===== src/rtl/irq_pkg.sv =====
package irq_pkg;
    typedef enum logic [0:0] {
        ST_IDLE = 1'b0,
        ST_ACK  = 1'b1
    } ack_state_e;
endpackage


===== src/rtl/irq_src_merge.sv =====
module irq_src_merge #(
    parameter int N_SRC = 2,
    parameter int LVL_W = 3
) (
    input  logic [N_SRC*LVL_W-1:0] req,
    output logic [LVL_W-1:0]       top_lvl
);
    logic [LVL_W-1:0] run [N_SRC+1];

    assign run[0] = '0;

    for (genvar g = 0; g < N_SRC; g++) begin : g_max
        logic [LVL_W-1:0] lvl_g;
        assign lvl_g      = req[g*LVL_W +: LVL_W];
        assign run[g + 1] = (lvl_g > run[g]) ? lvl_g : run[g];
    end

    assign top_lvl = run[N_SRC];
endmodule


===== src/rtl/irq_edge_filter.sv =====
module irq_edge_filter #(
    parameter int LVL_W = 3
) (
    input  logic             clk,
    input  logic             rst_n,
    input  logic [LVL_W-1:0] lvl_in,
    output logic [LVL_W-1:0] lvl_valid
);
    logic [LVL_W-1:0] smp_new;
    logic [LVL_W-1:0] smp_old;

    // capture on the falling edge of the system clock
    always_ff @(negedge clk or negedge rst_n) begin
        if (!rst_n) begin
            smp_new <= '0;
            smp_old <= '0;
        end else begin
            smp_new <= lvl_in;
            smp_old <= smp_new;
        end
    end

    // two matching samples qualify the level; a zero level stays zero
    assign lvl_valid = (smp_new == smp_old) ? smp_new : '0;
endmodule


===== src/rtl/irq_ack_fsm.sv =====
module irq_ack_fsm
    import irq_pkg::*;
#(
    parameter int             LVL_W    = 3,
    parameter logic [LVL_W-1:0] MASK_RST = '1
) (
    input  logic             clk,
    input  logic             rst_n,
    input  logic [LVL_W-1:0] lvl_valid,
    input  logic             insn_boundary,
    input  logic             exc_busy,
    input  logic             ack_done,
    input  logic             mask_wr,
    input  logic [LVL_W-1:0] mask_wdata,
    output logic [LVL_W-1:0] mask,
    output logic [LVL_W-1:0] pend_lvl,
    output logic             iack,
    output logic [LVL_W-1:0] iack_addr
);
    ack_state_e       state_q;
    ack_state_e       state_d;
    logic [LVL_W-1:0] mask_q;
    logic [LVL_W-1:0] addr_q;
    logic             take;
    logic             release_ack;

    assign pend_lvl    = (lvl_valid > mask_q) ? lvl_valid : '0;
    assign take        = (state_q == ST_IDLE) && (pend_lvl != '0)
                         && insn_boundary && !exc_busy;
    assign release_ack = (state_q == ST_ACK) && ack_done;

    always_comb begin
        state_d = state_q;
        unique case (state_q)
            ST_IDLE: if (take)        state_d = ST_ACK;
            ST_ACK:  if (release_ack) state_d = ST_IDLE;
        endcase
    end

    always_ff @(posedge clk or negedge rst_n) begin
        if (!rst_n) state_q <= ST_IDLE;
        else        state_q <= state_d;
    end

    always_ff @(posedge clk or negedge rst_n) begin
        if (!rst_n) begin
            mask_q <= MASK_RST;
            addr_q <= '0;
        end else if (take) begin
            mask_q <= pend_lvl;
            addr_q <= pend_lvl;
        end else begin
            if (mask_wr)     mask_q <= mask_wdata;
            if (release_ack) addr_q <= '0;
        end
    end

    assign mask      = mask_q;
    assign iack      = (state_q == ST_ACK);
    assign iack_addr = addr_q;
endmodule


===== src/rtl/irq_recognizer.sv =====
module irq_recognizer #(
    parameter int N_SRC = 2,
    parameter int LVL_W = 3
) (
    input  logic                   clk,
    input  logic                   rst_n,
    input  logic [N_SRC*LVL_W-1:0] irq_req,
    input  logic                   insn_boundary,
    input  logic                   exc_busy,
    input  logic                   ack_done,
    input  logic                   mask_wr,
    input  logic [LVL_W-1:0]       mask_wdata,
    output logic [LVL_W-1:0]       mask,
    output logic [LVL_W-1:0]       pend_lvl,
    output logic                   iack,
    output logic [LVL_W-1:0]       iack_addr
);
    logic [LVL_W-1:0] cand_lvl;
    logic [LVL_W-1:0] qual_lvl;

    irq_src_merge #(.N_SRC(N_SRC), .LVL_W(LVL_W)) u_merge (
        .req     (irq_req),
        .top_lvl (cand_lvl)
    );

    irq_edge_filter #(.LVL_W(LVL_W)) u_filter (
        .clk       (clk),
        .rst_n     (rst_n),
        .lvl_in    (cand_lvl),
        .lvl_valid (qual_lvl)
    );

    irq_ack_fsm #(.LVL_W(LVL_W)) u_fsm (
        .clk           (clk),
        .rst_n         (rst_n),
        .lvl_valid     (qual_lvl),
        .insn_boundary (insn_boundary),
        .exc_busy      (exc_busy),
        .ack_done      (ack_done),
        .mask_wr       (mask_wr),
        .mask_wdata    (mask_wdata),
        .mask          (mask),
        .pend_lvl      (pend_lvl),
        .iack          (iack),
        .iack_addr     (iack_addr)
    );
endmodule


===== config.mk =====
export PLATFORM = sky130hd
export DESIGN_NAME = irq_recognizer
export DESIGN_NICKNAME = d
export VERILOG_FILES = /design/src/rtl/irq_pkg.sv /design/src/rtl/irq_src_merge.sv /design/src/rtl/irq_edge_filter.sv /design/src/rtl/irq_ack_fsm.sv /design/src/rtl/irq_recognizer.sv
export SDC_FILE = /design/constraint.sdc
export NUM_CORES = 1
export LEC_CHECK = 0
export ABC_AREA = 1
export ABC_CLOCK_PERIOD_IN_PS = 1800
export BUFFER_PORTS_ARGS = -buffer_cell sky130_fd_sc_hd__buf_2
export CAP_MARGIN = 20
export CELL_PAD_IN_SITES_DETAIL_PLACEMENT = 0
export CELL_PAD_IN_SITES_GLOBAL_PLACEMENT = 1
export CORE_MARGIN = 2
export CORE_UTILIZATION = 31
export CTS_CLUSTER_DIAMETER = 50
export DETAILED_ROUTE_END_ITERATION = 8
export PLACE_DENSITY_LB_ADDON = 0.1
export SYNTH_ARGS = -nofsm -noshare
export SYNTH_HDL_FRONTEND = slang
export SYNTH_SLANG_ARGS = --single-unit

===== constraint.sdc =====
create_clock -name clk -period 1.8 [get_ports clk]
set_input_delay 0.09 -clock clk [delete_from_list [all_inputs] [get_ports clk]]
set_output_delay 0.09 -clock clk [all_outputs]
set_load 0.005 [all_outputs]

==> flow_summary.yaml <==
run_status:
  status: "complete, but fails checks"
  violations: "setup timing"
floorplan:
  die_area_sq_um: 2919
  die_h_um: 54.03
  initial_utilization_pct: 31.89
  die_w_um: 54.03
  coreArea_sq_um: 2432
  fp-row-count: 18
  ios: 25
power:
  power.internal_w: 0.0005954
  ir_drop_uv: 301.7
  swShare_pct: 32.73
  combPwrFrac_pct: 39.3
  power_w: 0.0008851
  power.density_nw_per_um2: 699.0
  p_sw_w: 0.0002897
  pwr-share-seq_pct: 40.3
  p_clk_share_pct: 20.3
  leakagePower_nw: 0.6911
worst_setup_path:
  path_max_fanout: 3
  startpoint_type: "register"
  ff2ff_path_depth: 15
  worst_ep_arrival_time_ns: 3.07
  crit_type: "reg -> out"
  rr_endpoint: "u_fsm.iack_addr[2]"
  end_kind: "output port"
  r2r_setup_slack_ns: -1.27
  cp_data_required_time_ns: 1.71
  r2r_start: "u_filter.smp_old[0]"
synth:
  syn_avg_cell_area_sq_um: 7.997
  synth_cell_types: 23
  yosysWarnings: 0
  synth_seq_area_share_pct: 42.42
  synthCells: 97
  synth_nets: 118
  ys_ff_latch: 13
  netlist_area_sq_um: 775.7
global_routing:
  grt_pass1_vias: 732
  overflow: 0
  grt_antenna_before_repair: 0
  grt_pass1_wl_um: 3091
  grt_max_degree: 14
  grtUsageTotal_pct: 14.84
placed_design:
  placedCellCount: 160
  place_area_sq_um: 1049
  gp_congestion: 0.7303
  dpl.hpwl_um: 1347
  numPortBuffers: 24
min_path:
  hold-path-endpoint: "u_fsm.iack"
  hold_path_class: "in -> reg"
  min-delay-start: "ack_done"
  hold_depth: 2
final_layout:
  drive_gt1_share_pct: 54.42
  fin_nets: 169
  antenna_cells: 0
  final_cell_mix: "buf_2 (22), buf_4 (21), nand2_1 (18)"
  area_growth_pct: 63.23
  final_common_cell: "buf_2"
  finalNonFillerCells: 177
  final_area_sq_um: 1266
timing:
  rsz0062_at_grt: "yes"
  maxSlewHeadroom_pct: 78.19
  hold_violations: 0
  slew_viol_final: 0
  skew_ns: 0.003703
  tightest_slew_ns: 0.3259
  setup_viol: 10
  finalWorstSetupSlack_ns: -1.356
cts:
  cts_tree: "yes"
  clk_path_buf_depth: 2
  root_buffer: "clkbuf_4"
  htree_levels: 1
  insertion_delay_ns: 0.27
  cts_sinks: 13
  cts.clk_slew.worst_paths_ns: 0.08
  cts_buffers: 3
detailed_routing:
  via_per_inst: 4.424
  routed_wl_um: 1875
  ant_nets: 0
  dr.pass1.iters: 5
  num_vias: 783
  wl_per_cell_um: 10.59
  drc: 0
  drt_iter0_drc: 8
flow_run:
  max_cap_violations: 0
## cells by family after synthesis
kind of cell | share of synthesized area [%]
DFF | 42.42
buffers and inverters | 10.65
xor gates and xnor gates | 2.258
and+or+nand+nor | 29.68
AOI/OAI and AO/OA | 5.323
adders and majority gates | 9.677
## synth_stat cells, drive strengths merged
| cell type | n | area, sq um |
|---|---|---|
| nand3b | 2 | 15.01 |
| buf | 2 | 18.77 |
| nand4 | 7 | 43.79 |
| ha | 6 | 75.07 |
| nand3 | 3 | 15.01 |
| xnor2 | 1 | 8.760 |
| inv | 16 | 60.06 |
| o2111ai | 1 | 8.760 |
| nor3 | 1 | 5.000 |
| dfrtp | 4 | 100.1 |
| clkbuf | 1 | 3.750 |
| xor2 | 1 | 8.760 |
| o21ai | 2 | 10.01 |
| or2 | 1 | 6.260 |
| dfrtn | 6 | 150.1 |
| nand2 | 25 | 96.35 |
| o211ai | 1 | 7.510 |
| nor2 | 11 | 48.80 |
| a21oi | 3 | 15.01 |
| dfstp | 3 | 78.83 |
## through the flow
step | setup TNS (ns) | util, % | setup slack [ns] | hold WS, ns
2_1_floorplan | -9.818 | - | -1.064 | -0.2056
3_3_place_gp | -12.44 | 43.11 | -1.223 | 0.002121
5_1_grt | -14.04 | 52.06 | -1.496 | 0.01523
3_5_place_dp | -12.60 | 43.11 | -1.248 | 0.005203
6_report | -12.57 | 52.06 | -1.356 | 0.01327
4_1_cts | -12.56 | 49.49 | -1.313 | 0.01357
## metal layers
layer	wire length (um)	track usage, %
met5	0	0
met2	855	23.37
met4	0	5.000
met1	946	20.00
met3	73	3.333
## critical path, cell delays in order (launching register included)
cell	delay, ns
dfrtn_1	0.43
xor2_1	0.24
nor2_4	0.08
inv_2	0.07
nor2_2	0.03
ha_1	0.28
nand2_1	0.07
nor2_1	0.08
nor2_1	0.05
nor2_2	0.14
inv_2	0.10
nor2_4	0.13
buf_6	0.11
buf_6	0.08
## worst max-delay path by stage
stage / from / end / depth (start not counted)
after floorplan: u_filter.smp_new[1] / u_fsm.iack_addr[0] / 15
after global placement: u_filter.smp_new[2] / u_fsm.iack_addr[1] / 18
after detailed placement: u_filter.smp_new[2] / u_fsm.iack_addr[1] / 18
after CTS: u_filter.smp_new[1] / pend_lvl[0] / 14
after global routing: u_filter.smp_new[2] / pend_lvl[0] / 16
final: u_filter.smp_old[0] / pend_lvl[0] / 13
## power groups by stage
stage	combinational (W)	clock [W]	sequential [W]
6_report	0.000348	0.000180	0.000357
3_5_place_dp	0.000236	0	0.000359
4_1_cts	0.000319	0.000185	0.000357
2_1_floorplan	0.000133	0	0.000362
3_3_place_gp	0.000234	0	0.000360
5_1_grt	0.000385	0.000204	0.000362
## registers in the layout, summed over array words and instances (netlist names)
signal and flops:
u_filter.smp_new 3, u_filter.smp_old 3, u_fsm.iack_addr 3, u_fsm.mask 3, u_fsm.iack 1
## area by class of cell
cell class	instances	area [sq um]
clock buffers	4	26.28
fillers	235	1166
inverters	16	77.57
multi-input cells	65	461.7
flip-flops and latches	13	329.1
well taps	30	37.54
repair buffers	49	334.1
## repair_timing
| item | CTS | global route |
|---|---|---|
| setup endpoints to repair | 12 | 13 |
| endpoints found under the hold margin | 7 | 0 |
| hold buffers | 1 | 0 |
| pin swaps | 4 | 14 |
| resized for setup | 13 | 14 |
| buffers inserted | 9 | 3 |
Power figures use the tool's default switching activity.
